### config.mk
export PLATFORM = sky130hd
export DESIGN_NAME = adc_chan_seq
export DESIGN_NICKNAME = d
export VERILOG_FILES = /design/src/rtl/adc_seq_pkg.sv /design/src/rtl/adc_seq_cfg_reg.sv /design/src/rtl/adc_seq_pick.sv /design/src/rtl/adc_seq_ctrl.sv /design/src/rtl/adc_chan_seq.sv
export SDC_FILE = /design/constraint.sdc
export NUM_CORES = 1
export LEC_CHECK = 0
export CAP_MARGIN = 20
export CORE_ASPECT_RATIO = 1.4
export CORE_MARGIN = 3
export CORE_UTILIZATION = 25
export CTS_BUF_LIST = sky130_fd_sc_hd__clkbuf_8
export CTS_CLUSTER_DIAMETER = 50
export CTS_CLUSTER_SIZE = 40
export DETAILED_ROUTE_END_ITERATION = 8
export HOLD_SLACK_MARGIN = 0.05
export MAX_ROUTING_LAYER = met4
export PLACE_DENSITY_LB_ADDON = 0.25
export SLEW_MARGIN = 40
export SYNTH_ARGS = -nofsm -noshare
export SYNTH_HDL_FRONTEND = slang
export SYNTH_SLANG_ARGS = --single-unit
### constraint.sdc
create_clock -name clk -period 1.8 [get_ports clk]
set_input_delay 0.27 -clock clk [delete_from_list [all_inputs] [get_ports clk]]
set_output_delay 0.27 -clock clk [all_outputs]
set_load 0.03 [all_outputs]
### src/rtl/adc_seq_pkg.sv
package adc_seq_pkg;

   localparam int CTRL_BITS = 4;

   typedef struct packed {
      logic ext_ref;
      logic filt_byp;
      logic trial_dly;
      logic samp_dly;
   } seq_ctrl_t;

   // index of the lowest set bit among the first n bits, 0 when none
   function automatic int lowest_set(input logic [31:0] m, input int n);
      int r;
      r = 0;
      for (int i = n - 1; i >= 0; i--) begin
         if (m[i]) r = i;
      end
      return r;
   endfunction

endpackage

### src/rtl/adc_seq_cfg_reg.sv
module adc_seq_cfg_reg
   import adc_seq_pkg::*;
#(
   parameter int NUM_CH = 4,
   localparam int CFG_W = NUM_CH + CTRL_BITS,
   localparam int IDX_W = (NUM_CH > 1) ? $clog2(NUM_CH) : 1,
   parameter logic [CFG_W-1:0] RESET_CFG = 'hF0
) (
   input  logic              clk,
   input  logic              rst_n,
   input  logic              wr,
   input  logic [CFG_W-1:0]  wdata,
   output logic [NUM_CH-1:0] mask_now,
   output logic [IDX_W-1:0]  first_new,
   output seq_ctrl_t         ctrl
);

   logic [CFG_W-1:0]  cfg_q;
   logic [NUM_CH-1:0] mask_new;
   seq_ctrl_t         ctrl_new;

   always_ff @(posedge clk or negedge rst_n) begin
      if (!rst_n)  cfg_q <= RESET_CFG;
      else if (wr) cfg_q <= wdata;
   end

   assign ctrl     = seq_ctrl_t'(cfg_q[CTRL_BITS-1:0]);
   assign ctrl_new = seq_ctrl_t'(wdata[CTRL_BITS-1:0]);

   // the top channel doubles as reference pin when ext_ref is set
   for (genvar g = 0; g < NUM_CH; g++) begin : g_mask
      if (g == NUM_CH - 1) begin : g_top
         assign mask_now[g] = cfg_q[CTRL_BITS+g] & ~ctrl.ext_ref;
         assign mask_new[g] = wdata[CTRL_BITS+g] & ~ctrl_new.ext_ref;
      end else begin : g_low
         assign mask_now[g] = cfg_q[CTRL_BITS+g];
         assign mask_new[g] = wdata[CTRL_BITS+g];
      end
   end

   assign first_new = IDX_W'(lowest_set(32'(mask_new), NUM_CH));


   ctrl_load_chk: assert property (@(posedge clk) disable iff (!rst_n)
      wr |=> ctrl == seq_ctrl_t'($past(wdata[CTRL_BITS-1:0])));

endmodule

### src/rtl/adc_seq_pick.sv
module adc_seq_pick #(
   parameter int NUM_CH = 4,
   localparam int IDX_W = (NUM_CH > 1) ? $clog2(NUM_CH) : 1
) (
   input  logic [NUM_CH-1:0] mask,
   input  logic [IDX_W-1:0]  cur,
   output logic [IDX_W-1:0]  nxt
);

   logic [IDX_W-1:0] lowest;
   logic [IDX_W-1:0] above;
   logic             found;

   always_comb begin
      lowest = '0;
      above  = '0;
      found  = 1'b0;
      for (int i = NUM_CH - 1; i >= 0; i--) begin
         if (mask[i]) lowest = IDX_W'(i);
         if (mask[i] && (i > int'(cur))) begin
            above = IDX_W'(i);
            found = 1'b1;
         end
      end
      nxt = found ? above : lowest;
   end

endmodule

### src/rtl/adc_seq_ctrl.sv
module adc_seq_ctrl #(
   parameter int NUM_CH = 4,
   localparam int IDX_W = (NUM_CH > 1) ? $clog2(NUM_CH) : 1,
   parameter logic [IDX_W-1:0] RESET_PTR = '0
) (
   input  logic              clk,
   input  logic              rst_n,
   input  logic              cfg_wr,
   input  logic [IDX_W-1:0]  first_new,
   input  logic [NUM_CH-1:0] mask,
   input  logic [IDX_W-1:0]  nxt,
   input  logic              conv_req,
   input  logic              conv_done,
   output logic [IDX_W-1:0]  ptr,
   output logic              busy
);

   always_ff @(posedge clk or negedge rst_n) begin
      if (!rst_n) begin
         busy <= 1'b0;
         ptr  <= RESET_PTR;
      end else if (cfg_wr) begin
         busy <= 1'b0;
         ptr  <= first_new;
      end else if (busy) begin
         if (conv_done) begin
            busy <= 1'b0;
            ptr  <= nxt;
         end
      end else if (conv_req && (mask != '0)) begin
         busy <= 1'b1;
      end
   end


   valid_on_enabled_chk: assert property (@(posedge clk) disable iff (!rst_n)
      busy |-> mask[ptr]);

   empty_idle_chk: assert property (@(posedge clk) disable iff (!rst_n)
      (mask == '0) |-> !busy);

   busy_hold_chk: assert property (@(posedge clk) disable iff (!rst_n)
      (busy && !conv_done && !cfg_wr) |=> (busy && $stable(ptr)));

   done_clear_chk: assert property (@(posedge clk) disable iff (!rst_n)
      (busy && conv_done && !cfg_wr) |=> !busy);

   idle_done_chk: assert property (@(posedge clk) disable iff (!rst_n)
      (!busy && conv_done && !conv_req && !cfg_wr) |=> (!busy && $stable(ptr)));

   wr_abort_chk: assert property (@(posedge clk) disable iff (!rst_n)
      cfg_wr |=> !busy);

endmodule

### src/rtl/adc_chan_seq.sv
module adc_chan_seq
   import adc_seq_pkg::*;
#(
   parameter int NUM_CH = 4,
   localparam int CFG_W = NUM_CH + CTRL_BITS,
   localparam int IDX_W = (NUM_CH > 1) ? $clog2(NUM_CH) : 1,
   parameter logic [CFG_W-1:0] RESET_CFG = 'hF0
) (
   input  logic             clk,
   input  logic             rst_n,
   input  logic             cfg_wr,
   input  logic [CFG_W-1:0] cfg_data,
   input  logic             conv_req,
   input  logic             conv_done,
   output logic [IDX_W-1:0] chan_idx,
   output logic             chan_valid,
   output logic             use_ext_ref,
   output logic             filter_bypass,
   output logic             bit_trial_dly,
   output logic             sample_dly
);

   localparam logic [IDX_W-1:0] RESET_PTR =
      IDX_W'(lowest_set(32'(RESET_CFG[CFG_W-1:CTRL_BITS]), NUM_CH));

   if (NUM_CH < 2 || NUM_CH > 16) begin : g_bad_ch
      $error("adc_chan_seq: NUM_CH must lie in 2..16");
   end

   logic [NUM_CH-1:0] mask_now;
   logic [IDX_W-1:0]  first_new;
   logic [IDX_W-1:0]  nxt;
   seq_ctrl_t         ctrl;

   adc_seq_cfg_reg #(.NUM_CH(NUM_CH), .RESET_CFG(RESET_CFG)) u_cfg (
      .clk       (clk),
      .rst_n     (rst_n),
      .wr        (cfg_wr),
      .wdata     (cfg_data),
      .mask_now  (mask_now),
      .first_new (first_new),
      .ctrl      (ctrl)
   );

   adc_seq_pick #(.NUM_CH(NUM_CH)) u_pick (
      .mask (mask_now),
      .cur  (chan_idx),
      .nxt  (nxt)
   );

   adc_seq_ctrl #(.NUM_CH(NUM_CH), .RESET_PTR(RESET_PTR)) u_ctrl (
      .clk       (clk),
      .rst_n     (rst_n),
      .cfg_wr    (cfg_wr),
      .first_new (first_new),
      .mask      (mask_now),
      .nxt       (nxt),
      .conv_req  (conv_req),
      .conv_done (conv_done),
      .ptr       (chan_idx),
      .busy      (chan_valid)
   );

   assign use_ext_ref   = ctrl.ext_ref;
   assign filter_bypass = ctrl.filt_byp;
   assign bit_trial_dly = ctrl.trial_dly;
   assign sample_dly    = ctrl.samp_dly;

endmodule

== Yosys cells after proc, flatten, opt, wreduce, memory -nomap -nowiden ==
Cells that the tools add are included.
W data, S select, Z words.

* Input port bits: 13
* Flip-flop bits (word level): 11
* Output and inout port bits: 7

* Reduce and logical (&&, ||, !) cells: 8
* Order comparisons: 3
* Mux-type cells: 22
* Bitwise gates (word level): 4

{| class="wikitable"
|+ Operators with widths
! operator !! number
|-
| $mux W2 || 15
|-
| $mux W1 || 7
|-
| $gt A2 B2 Y1 const A || 2
|-
| $logic_and A1 B1 Y1 || 4
|-
| $reduce_bool A2 Y1 || 2
|-
| $reduce_bool A4 Y1 || 1
|-
| $and A1 B1 Y1 || 2
|-
| $gt A1 B2 Y1 const A || 1
|-
| $not A1 Y1 || 2
|-
| $reduce_and A2 Y1 || 1
|}

== Logic depth before layout (Yosys ltp) ==
Gate-level depths: netlist (run 1).

* Depth in word-level cells: 10
* Mapped depth: 4
* Gate-level depth less buffers: 4

== Hierarchy ==
A second synthesis (run 1) with hierarchy kept.

* Cell total of the unflattened synthesis: 58
* Area total of the unflattened synthesis: 678.2 um^2

{| class="wikitable"
|+ Modules (own cells, without submodules)
! module !! sequential area each (um^2) !! area each (um^2) !! instances !! cells an instance
|-
| adc_seq_cfg_reg || 205.2 || 429.2 || 1 || 31
|-
| adc_seq_ctrl || 75.1 || 160.2 || 1 || 15
|-
| adc_seq_pick || 0.0 || 88.8 || 1 || 12
|}

== Worst setup path before layout (run 1) ==
OpenSTA, ideal clock, no wires.

* Path type: register -> register
* From: register u_ctrl.ptr[1]
* To: register u_ctrl.ptr[0]
* Data required time: 1.708 ns
* Clock period less this slack: 1.337 ns
* Data arrival time: 1.246 ns
* Cell stages (with the launch flop): 5
* Setup slack: 0.463 ns
* Path buffers: 0
* Cells stage by stage: dfrtp_1 mux2i_1 a22oi_1 and4_1 o31ai_2

* Cells in the longest elaborated chain, start to end: 9

{| class="wikitable"
|+ Ends and longest elaborated chain
! item !! line !! RTL
|-
| from (decl) || adc_seq_ctrl.sv:14 || <nowiki>output logic [IDX_W-1:0] ptr,</nowiki>
|-
| from (signal assigned) || adc_seq_ctrl.sv:24 || <nowiki>ptr <= first_new;</nowiki>
|-
| from (signal assigned) || adc_seq_ctrl.sv:28 || <nowiki>ptr <= nxt;</nowiki>
|-
| $gt A2 B2 Y1 || adc_seq_pick.sv:20 || <nowiki>if (mask[i] && (i > int'(cur))) begin</nowiki>
|-
| $logic_and A1 B1 Y1 || adc_seq_pick.sv:20 ||
|-
| $mux W2 or $mux W1 (tied branches) (3 in series) || adc_seq_pick.sv:20 ||
|-
| $mux W2 * || adc_seq_pick.sv:25 || <nowiki>nxt = found ? above : lowest;</nowiki>
|-
| $mux W2 * || adc_seq_ctrl.sv:26 || <nowiki>if (conv_done) begin</nowiki>
|-
| $mux W2 * || adc_seq_ctrl.sv:25 || <nowiki>end else if (busy) begin</nowiki>
|-
| $mux W2 * || adc_seq_ctrl.sv:22 || <nowiki>end else if (cfg_wr) begin</nowiki>
|}

Mark *: on every way between the ends. The rest lies on a longest branch, timed or not. The select of a mux whose other input is x is not followed.
A chain may end at the register's enable or synchronous reset.

== Final worst setup path (run 1) ==
* From: register u_ctrl.busy
* To: output chan_valid

{| class="wikitable"
|+ RTL lines
! item !! line !! RTL
|-
| from (decl) || adc_seq_ctrl.sv:15 || <nowiki>output logic busy</nowiki>
|-
| from (signal assigned) || adc_seq_ctrl.sv:20 || <nowiki>busy <= 1'b0;</nowiki>
|-
| from (signal assigned) || adc_seq_ctrl.sv:23 || <nowiki>busy <= 1'b0;</nowiki>
|-
| from (signal assigned) || adc_seq_ctrl.sv:27 || <nowiki>busy <= 1'b0;</nowiki>
|-
| to (decl) || adc_chan_seq.sv:16 || <nowiki>output logic chan_valid,</nowiki>
|}

No word-level cell between the ends.

==> results of run 1 <==
## cells in the final DEF, fill, tap and decap left out, drive strengths merged
cell type / count
clkdlybuf4s50: 19
mux2: 8
dfrtp: 7
a21oi: 4
dfstp: 4
nor2b: 4
nor2: 3
o21ai: 3
inv: 3
clkbuf: 3
mux2i: 2
buf: 2
a21o: 1
or4: 1
a22oi: 1
and4: 1
o31ai: 1
o211ai: 1
a31oi: 1
o311ai: 1
o21a: 1
## worst reg2reg max path, stage by stage, from the launching register on
cell and delay (ns):
dfstp_2 0.52, nor2b_4 0.17, a21oi_1 0.08, o311ai_0 0.37, o21a_1 0.19
## stage by stage
| step | power [uW] | instance area (um^2) | std cells | setup WS, ns | hold slack (ns) |
|---|---|---|---|---|---|
| 6_report | 739 | 827 | 92 | 0.156 | 0.369 |
| 5_1_grt | 779 | 827 | 92 | 0.112 | 0.411 |
| 4_1_cts | 751 | 827 | 92 | 0.152 | 0.393 |
| 3_5_place_dp | 506 | 782 | 88 | 0.200 | 0.496 |
| 3_3_place_gp | 505 | 782 | 88 | 0.258 | 0.493 |
| 2_1_floorplan | 416 | 556 | 47 | 0.463 | -0.0256 |
## cells by family after synthesis
family          count (synthesis)  share of synthesized area
buf+inv                         3                     0.0225
compound gates                 14                      0.167
flops                          11                      0.505
mux                            10                      0.198
simple gates                    9                      0.108
## flip-flops by register name, summed over array words and instances, names as in the netlist
name	flops
u_ctrl.ptr	2
u_cfg.cfg_q	8
u_ctrl.busy	1
## final cells by class
class / instances / area (um^2)
Inverter: 2 / 7.51
Clock buffer: 3 / 41.3
Fill cell: 206 / 1220
Clock inverter: 1 / 3.75
Tap cell: 21 / 26.3
Sequential cell: 11 / 280
Multi-Input combinational cell: 33 / 263
Timing Repair Buffer: 21 / 205
## worst min-delay path by stage
stage                    from  cells past startpoint  slack [ns]        endpoint
2_1_floorplan           rst_n                      0       -0.03  u_cfg.cfg_q[0]
5_1_grt                 rst_n                      1        0.41   u_ctrl.ptr[1]
3_3_place_gp   u_cfg.cfg_q[1]                      1        0.49  u_cfg.cfg_q[1]
6_report                rst_n                      1        0.37   u_ctrl.ptr[1]
3_5_place_dp   u_cfg.cfg_q[0]                      1        0.50  u_cfg.cfg_q[0]
4_1_cts                 rst_n                      1        0.39   u_ctrl.ptr[1]
## cell usage after synthesis
master    number
mux2_2         8
dfrtp_1        7
a21oi_1        4
dfstp_2        4
nor2_1         3
nor2b_1        3
o21ai_0        3
inv_1          2
mux2i_1        2
a21o_1         1
a22oi_1        1
a31oi_1        1
and4_1         1
buf_2          1
nor2b_4        1
o211ai_1       1
o21a_1         1
o311ai_0       1
o31ai_2        1
or4_1          1
## metal layers
| layer | part of all wire | vias to the layer above |
|---|---|---|
| met5 | 0 | - |
| met4 | 0.025 | 0 |
| met3 | 0.036 | 2 |
| met2 | 0.54 | 16 |
| met1 | 0.40 | 222 |
| li1 | - | 223 |
## where the power goes
group / internal, uW / switching, uW / leakage (uW)
Clock: 149 / 88.9 / 0.0000269
Combinational: 101 / 86.2 / 0.000184
Sequential: 283 / 30.6 / 0.000127
==> implementation parameters, run 1 <==
Parameter                              Value

Setup path
  Number of cells on the worst reg-to-reg path ... 4
  Kind of critical path ... reg -> out
  Startpoint class of the critical path ... flop
  Levels on crit path ... 1
  Capturing point of the worst reg2reg path ... u_ctrl.ptr[1]
  WP buf/inv ... 1
  CP Cell Sequence ... clkdlybuf4s50_1
  Startpoint of the most critical setup path ... u_ctrl.busy
  Beginning of the worst register-to-register path ... u_cfg.cfg_q[7]
  Gate family responsible for the most delay along the worst path ... buffers and inverters
  Max stage delay cell, worst path ... clkdlybuf4s50_1
  Endpoint arrival time on the critical path ... 1.37 ns
  Flop-to-flop setup slack ... 0.40 ns
  CP max stage delay ... 0.70 ns
  Highest net fanout along the worst path ... 6
  Crit path capture ... chan_valid
  Data required time of the critical path ... 1.53 ns
  Critical path capture point type ... output port

Timing
  Count of pins over their slew limit ... 0
  Final period utilization ... 0.913
  Unrepaired setup endpoints after global routing ... false
  Clock skew after layout ... 0.00146 ns
  Period minus WS final ... 1.64 ns
  Final Hold Vio Count ... 0
  Finish-stage setup viols ... 0
  Highest Clock Rate ... 608 MHz
  Relative max-transition margin ... 0.671
  Setup Total Neg Slack ... 0 ns
  Worst Tran Pin Value ... 0.491 ns

Route
  Iter 0 DRT Violations ... 2
  Number of nets still failing antenna checks after routing ... 0
  Detailed-route vias per instance ... 5.03
  Avg WL per Cell ... 13.7 um
  Post-detailed-routing wire length ... 1260 um
  Length of the first detailed-routing pass in iterations ... 2
  Via count ... 463
  DRC Markers ... 0

Global route
  Wire length of the first global-routing pass ... 2020 um
  Via count of the first global-routing pass ... 479
  Met2 track demand over resource ... 0.171
  Global-route met1 utilization ... 0.107
  Pin count of the biggest net entering global routing ... 12
  Busiest metal layer after global routing ... met2
  Total global-route track usage ... 0.107
  Total gr overflow ... 0
  Met3 global-route usage ... 0.0173
  Number of antenna violations at the first check in global routing ... 0

Synthesis
  Nets in the synthesized netlist ... 60
  Post-synthesis cell area ... 556 um^2
  Seq/Total Area, Yosys ... 0.505
  Cell types with the largest area share after synthesis ... dfrtp_1 (32%), dfstp_2 (19%), mux2_2 (16%)
  Synth Warn # ... 0
  Most area-hungry cell type in the Yosys netlist ... dfrtp_1
  Area fraction of the dominant cell type after synthesis ... 0.315
  Synth Area per Inst ... 11.8 um^2
  Synth Register Bits ... 11
  Synthesized instance count ... 47
  Distinct cell type count of the synthesized netlist ... 20

Clock network
  Master cell of the clock root buffer ... clkbuf_8
  Insertion delay of the later-clocked pin in the worst-skew pair ... 0.23 ns
  H-tree levels ... 1
  Clock sinks ... 11
  TritonCTS Buffers ... 3
  Number of instances resized during post-cts repair ... 0
  Number of buffers on the longest clock path ... 2
  Hold Buf Count CTS ... 0
  Worst-path clk slew ... 0.05 ns
  CTS tree ... yes
  Post-CTS setup-driven buffer insertion count ... 0

Floorplanning
  Chip Height ... 61.8 um
  Total number of placement rows ... 19
  Starting utilization of the core area ... 0.272
  Total Die Area ... 2830 um^2
  Horizontal die dimension ... 45.8 um
  Ports ... 20
  Core Area ... 2040 um^2

Flow run
  Maximum Capacitance Violations ... 0

Placed design
  Final weighted congestion in routability-driven placement ... 0.848
  Count of input and output buffers ... 19
  Detailed placement HPWL ... 985 um

Final layout
  Layout Nets ... 85
  Share of post-route cells with drive strength above 1 ... 0.268
  Final core utilization ... 0.405
  Diode count ... 0
  Area growth from synthesis to layout ... 48.9%

Pwr
  Leak pwr ... 0.000338 uW
  Maximum resistive drop on vdd ... 404 uV
  Power per cell area ... 893 nW/um^2

Min path
  Hold WC Path Type ... in -> async

Status
  Outcome ... completed
Power figures use the tool's default switching activity.
==> run 2, diff against run 1 <==
SLEW_MARGIN = 10   (was 40)
==> results of run 2 <==
Same layout as run 1: the final DEF is identical, and so are final timing and power.
==> run 3, diff against run 2 <==
CTS_BUF_LIST = sky130_fd_sc_hd__clkbuf_4 sky130_fd_sc_hd__clkbuf_8 sky130_fd_sc_hd__clkbuf_16   (was sky130_fd_sc_hd__clkbuf_8)
==> run 3 against run 2 <==
Worst hold slack worse by 0.037 ns. Cell count unchanged. Clock skew up 0.0018 ns. Highest routed layer unchanged. Largest power group unchanged. Sequential cell count unchanged. Largest cell class unchanged.
==> implementation parameters, run 3 (same netlist as run 1, synthesis figures left out) <==
Parameter                              Value

Status
  Outcome ... completed

Pwr
  Combinational share of power ... 0.275
  Maximum resistive drop on vdd ... 360 uV
  Leak pwr ... 0.000329 uW
  Net switching power of the design ... 198 uW
  Power, Total ... 682 uW
  Clock network power share ... 0.267
  Power per cell area ... 840 nW/um^2
  Int Pwr ... 484 uW
  Net switching fraction of the power ... 0.291
  Sequential Power Share ... 0.458

Clock network
  Worst-path clk slew ... 0.07 ns
  CTS tree ... yes
  Post-CTS setup-driven buffer insertion count ... 0
  TritonCTS Buffers ... 3
  H-tree levels ... 1
  Insertion delay of the later-clocked pin in the worst-skew pair ... 0.27 ns
  Clock sinks ... 11
  Number of instances resized during post-cts repair ... 0
  Master cell of the clock root buffer ... clkbuf_4
  Hold Buf Count CTS ... 0
  Number of buffers on the longest clock path ... 2

Timing
  Setup Total Neg Slack ... 0 ns
  Final Hold Vio Count ... 0
  Finish-stage setup viols ... 0
  Period minus WS final ... 1.68 ns
  Final Worst Setup Slack ... 0.117 ns
  Final period utilization ... 0.935
  Clock skew after layout ... 0.00331 ns
  Relative max-transition margin ... 0.670
  Highest Clock Rate ... 594 MHz
  Count of pins over their slew limit ... 0
  Unrepaired setup endpoints after global routing ... false
  Worst Tran Pin Value ... 0.493 ns

Global route
  Pin count of the biggest net entering global routing ... 12
  Number of antenna violations at the first check in global routing ... 0
  Total global-route track usage ... 0.107
  Via count of the first global-routing pass ... 472
  Wire length of the first global-routing pass ... 2010 um
  Total gr overflow ... 0

Placed design
  Final weighted congestion in routability-driven placement ... 0.848
  Count of input and output buffers ... 19
  Dpl ws ... 0.200 ns
  Number of cells after detailed placement ... 88
  Detailed placement HPWL ... 985 um

Route
  DRC Markers ... 0
  Length of the first detailed-routing pass in iterations ... 2
  Met1 WL ... 480 um
  Uppermost layer routed ... met4
  Iter 0 DRT Violations ... 1
  WL met2 ... 669 um
  Number of nets still failing antenna checks after routing ... 0
  Detail Route met3 WL ... 50 um
  Detailed-route vias per instance ... 5.15
  Post-detailed-routing wire length ... 1250 um
  Via count ... 474
  Avg WL per Cell ... 13.6 um

Setup path
  Data required time of the critical path ... 1.53 ns
  Highest net fanout along the worst path ... 6
  Kind of critical path ... reg -> out
  Max stage delay cell, worst path ... clkdlybuf4s50_1
  CP Cell Sequence ... clkdlybuf4s50_1
  Startpoint class of the critical path ... flop
  Gate family responsible for the most delay along the worst path ... buffers and inverters
  WP buf/inv ... 1
  Critical path capture point type ... output port
  CP max stage delay ... 0.70 ns
  Endpoint arrival time on the critical path ... 1.41 ns

Floorplanning
  Horizontal die dimension ... 45.8 um
  Total number of placement rows ... 19
  Starting utilization of the core area ... 0.272
  Chip Height ... 61.8 um
  Total Die Area ... 2830 um^2
  Ports ... 20
  Core Area ... 2040 um^2

Final layout
  Largest register by flop count ... u_cfg.cfg_q
  Biggest regs ... u_cfg.cfg_q: 8 flops, u_ctrl.ptr: 2 flops, u_ctrl.busy: 1 flops
  Share of post-route cells with drive strength above 1 ... 0.282
  Area growth from synthesis to layout ... 46.2%
  Diode count ... 0
  Commonest non-fill, non-tap cells in the layout ... clkdlybuf4s50_1 (19), mux2_2 (8), dfrtp_1 (7)
  Flip-flop count of the largest register after layout ... 8
  Total of fill cells in the finished design ... 212
  Layout Nets ... 85
  Most frequent standard cell in the layout excluding fill and tap cells ... clkdlybuf4s50_1
  Final Instance Count excl. Fillers ... 92

Flow run
  Maximum Capacitance Violations ... 0

Min path
  Hold WC Path Type ... in -> async
## run 3: cell count changes in the layout (fill, tap and decap cells not counted), sizes merged
cell    change
inv         -1
clkbuf      +1
## run 3: layer usage
metal | GRT usage | vias to the layer above
li1 | - | 225
met1 | 0.111 | 227
met2 | 0.165 | 18
met3 | 0.00865 | 4
met4 | 0.114 | 0
met5 | - | -
## run 3: worst paths after layout
check / startpoint / endpoint / slack [ns] / cells after the start
setup / recovery: u_ctrl.busy / chan_valid / 0.12 / 1
hold / removal: rst_n / u_ctrl.ptr[1] / 0.33 / 1
setup reg to reg: u_cfg.cfg_q[7] / u_ctrl.ptr[1] / 0.40 / 4
hold reg to reg: u_cfg.cfg_q[2] / u_cfg.cfg_q[2] / 0.51 / 1
max in group asynchronous: rst_n / u_cfg.cfg_q[7] / 1.11 / 1
min in group clk: u_cfg.cfg_q[2] / u_cfg.cfg_q[2] / 0.51 / 1
## run 3: metrics by stage
step | hold slack [ns] | utilization | cell area, um^2
floorplan | -0.0256 | - | 556
global placement | 0.493 | 0.382 | 782
detailed placement | 0.496 | 0.382 | 782
CTS | 0.353 | 0.397 | 812
global route | 0.361 | 0.397 | 812
finish | 0.332 | 0.397 | 812
## run 3: power groups by stage
stage / Clock (uW) / Sequential, uW / Combinational, uW
6_report: 182 / 312 / 188
3_5_place_dp: 0 / 317 / 189
4_1_cts: 192 / 313 / 190
5_1_grt: 200 / 318 / 202
3_3_place_gp: 0 / 316 / 189
2_1_floorplan: 0 / 347 / 68.2
## run 3: final cells by class
type | count | area [um^2] | area share
clock buffers | 4 | 30.0 | 0.0370
inverters | 2 | 7.51 | 0.00924
multi-input cells | 33 | 263 | 0.324
flip-flops and latches | 11 | 280 | 0.345
well taps | 21 | 26.3 | 0.0324
repair buffers | 21 | 205 | 0.253
